[src/rtl/cc_pkg.sv]
package cc_pkg;

  typedef enum logic [1:0] {
    OP_ADD = 2'd0,
    OP_CMP = 2'd1,
    OP_TST = 2'd2,
    OP_LEA = 2'd3
  } alu_op_e;

  // bit 0 carry, bit 1 zero, bit 2 sign, bit 3 overflow
  typedef struct packed {
    logic ovf;
    logic sgn;
    logic zro;
    logic cry;
  } ccr_t;

  localparam int SEL_W  = 4;
  localparam int NCODES = 1 << SEL_W;

  typedef enum logic [SEL_W-1:0] {
    CND_ALWAYS = 4'd0,
    CND_EQ     = 4'd1,
    CND_NE     = 4'd2,
    CND_NEG    = 4'd3,
    CND_NNEG   = 4'd4,
    CND_SGT    = 4'd5,
    CND_SGE    = 4'd6,
    CND_SLT    = 4'd7,
    CND_SLE    = 4'd8,
    CND_UA     = 4'd9,
    CND_UB     = 4'd10
  } cond_e;

  localparam int LAST_CODE = 10;

endpackage

[src/rtl/cc_flag_calc.sv]
module cc_flag_calc
  import cc_pkg::*;
#(
  parameter int W = 32
) (
  input  logic      valid_i,
  input  alu_op_e   op_i,
  input  logic [W-1:0] a_i,
  input  logic [W-1:0] b_i,
  output logic [W-1:0] sum_o,
  output ccr_t      nxt_flags_o,
  output logic      wr_flags_o,
  output logic      wr_result_o
);

  function automatic ccr_t add_cc(input logic [W-1:0] x, input logic [W-1:0] y);
    logic [W:0] t;
    ccr_t f;
    t     = {1'b0, x} + {1'b0, y};
    f.cry = t[W];
    f.zro = ~|t[W-1:0];
    f.sgn = t[W-1];
    f.ovf = (x[W-1] == y[W-1]) && (t[W-1] != x[W-1]);
    return f;
  endfunction

  function automatic ccr_t sub_cc(input logic [W-1:0] x, input logic [W-1:0] y);
    logic [W:0] t;
    ccr_t f;
    t     = {1'b0, x} - {1'b0, y};
    f.cry = t[W];
    f.zro = ~|t[W-1:0];
    f.sgn = t[W-1];
    f.ovf = (x[W-1] != y[W-1]) && (t[W-1] != x[W-1]);
    return f;
  endfunction

  function automatic ccr_t and_cc(input logic [W-1:0] x, input logic [W-1:0] y);
    logic [W-1:0] m;
    ccr_t f;
    m     = x & y;
    f.cry = 1'b0;
    f.zro = ~|m;
    f.sgn = m[W-1];
    f.ovf = 1'b0;
    return f;
  endfunction

  assign sum_o = a_i + b_i;

  always_comb begin
    unique case (op_i)
      OP_ADD:  nxt_flags_o = add_cc(a_i, b_i);
      OP_CMP:  nxt_flags_o = sub_cc(a_i, b_i);
      OP_TST:  nxt_flags_o = and_cc(a_i, b_i);
      default: nxt_flags_o = '0;
    endcase
  end

  assign wr_flags_o  = valid_i && (op_i != OP_LEA);
  assign wr_result_o = valid_i && ((op_i == OP_ADD) || (op_i == OP_LEA));

endmodule

[src/rtl/cc_flag_reg.sv]
module cc_flag_reg
  import cc_pkg::*;
(
  input  logic clk,
  input  logic rst_n,
  input  logic wr_en_i,
  input  ccr_t nxt_i,
  output ccr_t flags_q_o
);

  always_ff @(posedge clk) begin
    if (!rst_n)       flags_q_o <= '0;
    else if (wr_en_i) flags_q_o <= nxt_i;
  end


  flags_hold_chk: assert property (@(posedge clk) disable iff (!rst_n)
    !wr_en_i |=> $stable(flags_q_o));


  flags_load_chk: assert property (@(posedge clk) disable iff (!rst_n)
    wr_en_i |=> (flags_q_o == $past(nxt_i)));

endmodule

[src/rtl/cc_pred_eval.sv]
module cc_pred_eval
  import cc_pkg::*;
(
  input  logic             clk,
  input  logic             rst_n,
  input  ccr_t             flags_i,
  input  logic [SEL_W-1:0] sel_i,
  output logic             pred_o
);

  function automatic logic cond_fn(input int unsigned code, input ccr_t f);
    logic lt;
    lt = f.sgn ^ f.ovf;
    case (code)
      0:       return 1'b1;
      1:       return f.zro;
      2:       return ~f.zro;
      3:       return f.sgn;
      4:       return ~f.sgn;
      5:       return ~lt & ~f.zro;
      6:       return ~lt;
      7:       return lt;
      8:       return lt | f.zro;
      9:       return ~f.cry & ~f.zro;
      10:      return f.cry;
      default: return 1'b0;
    endcase
  endfunction

  logic [NCODES-1:0] tbl;

  genvar k;
  generate
    for (k = 0; k < NCODES; k++) begin : g_cond
      assign tbl[k] = cond_fn(k, flags_i);
    end
  endgenerate

  assign pred_o = tbl[sel_i];


  unused_sel_chk: assert property (@(posedge clk) disable iff (!rst_n)
    (int'(sel_i) > LAST_CODE) |-> !pred_o);


  eq_pred_chk: assert property (@(posedge clk) disable iff (!rst_n)
    (sel_i == CND_EQ) |-> (pred_o == flags_i.zro));


  ge_lt_pair_chk: assert property (@(posedge clk) disable iff (!rst_n)
    (sel_i == CND_SLT) |-> (pred_o == (flags_i.sgn != flags_i.ovf)));

endmodule

[src/rtl/cc_alu.sv]
module cc_alu
  import cc_pkg::*;
#(
  parameter int W = 32
) (
  input  logic             clk,
  input  logic             rst_n,
  input  logic             valid_i,
  input  logic [1:0]       op_i,
  input  logic [W-1:0]     a_i,
  input  logic [W-1:0]     b_i,
  input  logic [SEL_W-1:0] sel_i,
  output logic [W-1:0]     result_o,
  output logic [3:0]       flags_o,
  output logic             pred_o,
  output logic [W-1:0]     setbyte_o
);

  alu_op_e      op_e;
  logic [W-1:0] sum_w;
  ccr_t         nxt_flags_w;
  ccr_t         flags_q;
  logic         wr_flags_w;
  logic         wr_result_w;
  logic         pred_w;

  assign op_e = alu_op_e'(op_i);

  cc_flag_calc #(.W(W)) u_calc (
    .valid_i     (valid_i),
    .op_i        (op_e),
    .a_i         (a_i),
    .b_i         (b_i),
    .sum_o       (sum_w),
    .nxt_flags_o (nxt_flags_w),
    .wr_flags_o  (wr_flags_w),
    .wr_result_o (wr_result_w)
  );

  cc_flag_reg u_flags (
    .clk       (clk),
    .rst_n     (rst_n),
    .wr_en_i   (wr_flags_w),
    .nxt_i     (nxt_flags_w),
    .flags_q_o (flags_q)
  );

  cc_pred_eval u_pred (
    .clk     (clk),
    .rst_n   (rst_n),
    .flags_i (flags_q),
    .sel_i   (sel_i),
    .pred_o  (pred_w)
  );

  always_ff @(posedge clk) begin
    if (!rst_n)           result_o <= '0;
    else if (wr_result_w) result_o <= sum_w;
  end

  assign flags_o   = flags_q;
  assign pred_o    = pred_w;
  assign setbyte_o = {{(W-1){1'b0}}, pred_w};


  add_result_chk: assert property (@(posedge clk) disable iff (!rst_n)
    (valid_i && op_i == 2'd0) |=> (result_o == W'($past(a_i) + $past(b_i))));


  cmp_zero_chk: assert property (@(posedge clk) disable iff (!rst_n)
    (valid_i && op_i == 2'd1) |=> (flags_o[1] == ($past(a_i) == $past(b_i))));


  cmp_borrow_chk: assert property (@(posedge clk) disable iff (!rst_n)
    (valid_i && op_i == 2'd1) |=> (flags_o[0] == ($past(a_i) < $past(b_i))));


  tst_clear_chk: assert property (@(posedge clk) disable iff (!rst_n)
    (valid_i && op_i == 2'd2) |=> (!flags_o[0] && !flags_o[3]));


  nodest_hold_chk: assert property (@(posedge clk) disable iff (!rst_n)
    (valid_i && op_i[1] != op_i[0]) |=> $stable(result_o));


  lea_flags_chk: assert property (@(posedge clk) disable iff (!rst_n)
    (valid_i && op_i == 2'd3) |=> $stable(flags_o));


  setbyte_upper_chk: assert property (@(posedge clk) disable iff (!rst_n)
    (setbyte_o[W-1:1] == '0) && (setbyte_o[0] == pred_o));

endmodule

[config.mk]
export PLATFORM = sky130hd
export DESIGN_NAME = cc_alu
export DESIGN_NICKNAME = d
export VERILOG_FILES = /design/src/rtl/cc_pkg.sv /design/src/rtl/cc_flag_calc.sv /design/src/rtl/cc_flag_reg.sv /design/src/rtl/cc_pred_eval.sv /design/src/rtl/cc_alu.sv
export SDC_FILE = /design/constraint.sdc
export NUM_CORES = 1
export LEC_CHECK = 0
export ABC_AREA = 1
export BUFFER_PORTS_ARGS = -buffer_cell sky130_fd_sc_hd__buf_2
export CORE_UTILIZATION = 58
export CTS_BUF_LIST = sky130_fd_sc_hd__clkbuf_16
export CTS_CLUSTER_DIAMETER = 40
export DETAILED_ROUTE_END_ITERATION = 10
export PLACE_DENSITY = 0.93
export RECOVER_POWER = 100
export SYNTH_ARGS = -nofsm -noshare
export SYNTH_HDL_FRONTEND = slang
export SYNTH_SLANG_ARGS = --single-unit
[constraint.sdc]
create_clock -name clk -period 2.5 [get_ports clk]
set_input_delay 0 -clock clk [delete_from_list [all_inputs] [get_ports clk]]
set_output_delay 0 -clock clk [all_outputs]
set_load 0.01 [all_outputs]
Word-level counts from Yosys, hierarchy flattened
Cells that the tools add are included.
{ "word_totals": {"elab_cells": 41, "out_inout_bits": 69, "in_bits": 73, "register_bits": 36} }
{ "classes": {"n_lt_le_gt_ge": 1, "add_sub_neg": 3, "eq_ne": 8, "n_reduce_logical": 12, "muxes": 3, "bitwise_logic": 9} }
{ "op_table": {"columns": ["cell", "n"], "rows": [
  ["$reduce_or A32 Y1", 3],
  ["$add A32 B32 Y33", 1],
  ["$sub A32 B32 Y33", 1],
  ["$add A32 B32 Y32", 1],
  ["$and A32 B32 Y32", 1],
  ["$pmux W4 S3", 1],
  ["$lt A4 B5 Y1 const B", 1],
  ["$bmux W1 S4", 1],
  ["$eq A2 B2 Y1 const B", 2],
  ["$logic_and A1 B1 Y1", 4],
  ["$not A1 Y1", 4],
  ["$logic_not A1 Y1", 3],
  ["$ne A1 B1 Y1", 3],
  ["$and A1 B1 Y1", 2],
  ["$eq A2 B1 Y1 const B", 1],
  ["$logic_not A2 Y1", 1],
  ["$ne A2 B2 Y1 const B", 1],
  ["$eq A1 B1 Y1", 1],
  ["$logic_or A1 B1 Y1", 1],
  ["$mux W1", 1],
  ["$or A1 B1 Y1", 1],
  ["$xor A1 B1 Y1", 1]
]} }

Depth between registers and ports, before layout
{ "depth": {"ltp_word": 5, "depth_mapped": 22} }

Hierarchy
Synthesis repeated with hierarchy kept, for this count alone.
{ "hier_totals": {"hier_cells": 1427, "area_unflattened_um2": 7405.9} }
{ "by_module_without_submodules": {"columns": ["module", "area_each_um2", "cells_each", "seq_area_each_um2", "instances"], "rows": [
  ["cc_flag_calc", 5520.3, 1136, 0.0, 1],
  ["cc_alu", 1579.0, 235, 640.6, 1],
  ["cc_flag_reg", 166.4, 25, 80.1, 1],
  ["cc_pred_eval", 140.1, 31, 0.0, 1]
]} }

Least setup slack after synthesis
No wires, ideal clock.
{ "synth_path": {"kind": "input-to-reg", "startpoint": "in a_i[0]", "endpoint": "reg u_flags.flags_q_o[1] (netlist name)", "n_path_buf": 0, "setup_ns": 0.109, "arrival_ns": 1.697, "slack_ns": 0.694, "path_stages": 21, "path_cell_list": "inv_1 ha_1 fa_1 inv_1 nand2_1 nand2_1 nand3_1 nand2_1 nand2_1 nand2_1 nand2_1 nand2_1 nand2_1 nand2_1 nor2_1 nand2_1 nor2_1 a21oi_1 nand3_1 nand2_1 inv_1"} }
{ "synth_via": {"elab_chain_cells": 4, "elab_cells_between_ends": 10} }
{ "synth_rtl": {"columns": ["element", "line", "source"], "rows": [
  ["from (decl)", "cc_alu.sv:10", "input logic [W-1:0] a_i,"],
  ["$sub A32 B32 Y33 (tied with other cells)", "cc_flag_calc.sv:30", "t = {1'b0, x} - {1'b0, y};"],
  ["$reduce_or A32 Y1, on equally long branches", "cc_flag_calc.sv:32, cc_flag_calc.sv:21, cc_flag_calc.sv:43", null],
  ["$logic_not A1 Y1, on equally long branches", "cc_flag_calc.sv:32, cc_flag_calc.sv:21, cc_flag_calc.sv:43", null],
  ["$pmux W4 S3 *", "cc_flag_calc.sv:52", "unique case (op_i)"],
  ["to (signal assigned)", "cc_flag_reg.sv:13", "else if (wr_en_i) flags_q_o <= nxt_i;"],
  ["to (decl)", "cc_flag_reg.sv:8", "output ccr_t flags_q_o"]
]} }
Mark *: on every way between the ends. The rest lies on a longest branch, timed or not.
A chain may end at the register's enable or synchronous reset.

Worst setup path after layout
Ends and elaborated chain as after synthesis.

==> flow_summary.json <==
{
  "status": "completed",
  "cap_violations": 0,
  "worst_path_max_delay_cell": "fa_1",
  "finalSetupViolCount": 0,
  "port_buffers": 110,
  "pin_count": 142,
  "wl_um": 24900,
  "htree_levels": 2,
  "ant_nets": 0,
  "vias": 8704,
  "synth-edff-count": 0,
  "ys_warn_count": 0,
  "skew_ns": 0,
  "die_width_um": 114,
  "worst_pin_slew_ns": 1.18,
  "ir_worst_vdd_mv": 0.326,
  "cp_max_fo": 4,
  "diodes": 0,
  "crit_arrival_ns": 2.38,
  "synth_area_leaders": "nand2_1 22%, inv_1 14%, ha_1 12%",
  "path_class": "in2reg",
  "synth_top_area_share_pct": 22.0,
  "vias_per_cell": 5.29,
  "clock-sinks": 36,
  "cts_resized": 0,
  "synthToLayoutAreaGrowth_pct": 11.6,
  "hold_viol": 0,
  "synth-seq-cells": 36,
  "drc_errors": 0,
  "cts_root_buf": "clkbuf_16",
  "ys_types": 45,
  "synth_commonest_cells": "427 x nand2_1, 266 x inv_1, 139 x nor2_1",
  "drt_iter0_drc": 839,
  "place_inst": 1638,
  "place_congestion": 1.11,
  "firstDrtPassIters": 8,
  "die_area_um2": 13000,
  "start_util_pct": 60.0,
  "period_share_pct": 87.5,
  "wl_per_cell_um": 15.1,
  "grt_pass1_vias": 7882,
  "cts_buffer_depth": 2,
  "synth.most_common_cell": "nand2_1",
  "cp_top_family": "simple AND/OR/NAND/NOR gates",
  "grt_max_degree": 28,
  "nNetsFinal": 1620,
  "fin_cells": 1646,
  "dp_hpwl_um": 21700,
  "fp.coreArea_um2": 12100,
  "cts_buffers": 5,
  "cp.buffers_inverters": 4,
  "cellLeakagePower_nw": 4.93,
  "synthFlopType": "dfxtp_1",
  "std_cell_rows": 40,
  "worstPathRequired_ns": 2.69,
  "endpoint_kind": "flip-flop",
  "antenna_found_initial": 0,
  "crit_chain": "clkbuf_1, inv_1, ha_1, fa_1, inv_1, nand2_1, nand2_1, nand3_1, nand2_1, nand2_1, nand2_1, nand2_1, nand2_1, nand2_1, nand2_1, nor2_1, nand2_1, nor2_1, a21oi_1, nand3_1, nand2_1, inv_1",
  "fillers": 1201,
  "cts_hold_buf": 0,
  "drv_slew": 0,
  "synth_top_cell_by_area": "nand2_1",
  "clock.fmax_mhz": 457,
  "startpoint_type": "input port",
  "async_flop_share_pct": 0,
  "insertion_delay_ns": 0.28,
  "grtUsageTotal_pct": 38.7,
  "clk_pin_slew_ns": 0.06,
  "die_h_um": 114,
  "powerDensity_nw_per_um2": 379,
  "finalCriticalPeriod_ns": 2.19,
  "crit_top_cell": "nand2_1",
  "syn_area_per_cell_um2": 5.40,
  "synth_cells": 1347,
  "rsz0062_at_grt": "false",
  "holdCritPathClass": "in2reg",
  "drive_above_1_share_pct": 12.9,
  "cp_slowest_stage_delay_ns": 0.41,
  "fin_tns_setup_ns": 0,
  "slew_headroom_pct": 20.9,
  "yosysSeqAreaShare_pct": 9.91,
  "grt-ovfl-total": 0,
  "syn_area_um2": 7270,
  "grt_pass1_wl_um": 39100,
  "cts_tree": "yes",
  "cts_setup_buffers": 0
}
[sequential cells by signal, summed over array words and instances (netlist names)]
| signal | cells |
|---|---|
| result_o | 32 |
| u_flags.flags_q_o | 4 |
[cell usage in the layout, fill, tap and decap left out, drive strengths merged, types with 2 or more instances in the layout]
cell type,instances
nor2,154
o21bai,7
conb,31
o211ai,22
dfxtp,36
fa,2
a21oi,50
buf,116
nor4,3
clkbuf,50
inv,285
nand4,26
xor2,14
ha,68
a31oi,5
o21ai,45
clkinv,2
nand3,84
nor3,15
and2,4
nand2,445
nand3b,4
[path summary, 6_finish.rpt]
check	endpoint	slack, ns	from	depth (start not counted)
hold reg to reg	result_o[24]	0.50	result_o[24]	2
setup reg to reg	u_flags.flags_q_o[1]	1.64	u_flags.flags_q_o[1]	4
setup / recovery	u_flags.flags_q_o[1]	0.31	a_i[0]	22
hold / removal	result_o[0]	0.09	b_i[0]	3
[kinds of logic (layout without fill, tap and decap cells)]
family          count (synthesis)  after routing  share of synthesized area, %
fa+ha+maj                      70             70                          12.3
buf+inv                       353            454                          21.4
simple gates                  738            738                          43.5
flops                          36             36                          9.91
compound gates                134            134                          11.0
other cells                     1             31                        0.0516
xor+xnor                       15             15                          1.81
[per-layer routing]
metal,part of all wire [%],GRT usage (%)
met1,42,49.8
met4,4.7,18.4
met5,0,0
met3,9.1,4.73
met2,44,64.2
[worst register-to-register path, stage by stage, from the launching register on]
cell     delay [ns]
dfxtp_1        0.44
nor2_1         0.08
nor2_1         0.18
nand2_1        0.08
inv_1          0.05
[cell type report]
class                           count  area (µm²)  area share (%)
Multi-Input combinational cell    988        5100            62.9
Inverter                          285        1070            13.2
Timing Repair Buffer              161         867            10.7
Sequential cell                    36         721            8.88
Tap cell                          168         210            2.59
Clock buffer                        5         125            1.54
Clock inverter                      3        15.0           0.185
[report_power, final]
group | switching [mW] | total (mW) | leakage, nW | internal (mW)
Clock | 0.236 | 0.598 | 0.0687 | 0.362
Combinational | 1.21 | 1.82 | 4.56 | 0.609
Sequential | 0.0320 | 0.660 | 0.297 | 0.628
[per-stage QoR]
stage	utilization (%)	worst slack [ns]	hold slack, ns	cell area, µm²	power [mW]
3_5_place_dp	66.4	0.0815	0.300	8050	2.46
4_1_cts	67.6	0.371	0.0898	8190	3.06
3_3_place_gp	66.4	0.0556	0.300	8050	2.44
6_report	67.0	0.311	0.0913	8110	3.08
2_1_floorplan	-	0.694	0.111	7380	1.89
5_1_grt	67.0	0.0537	0.135	8110	3.30
Power figures use the tool's default switching activity.
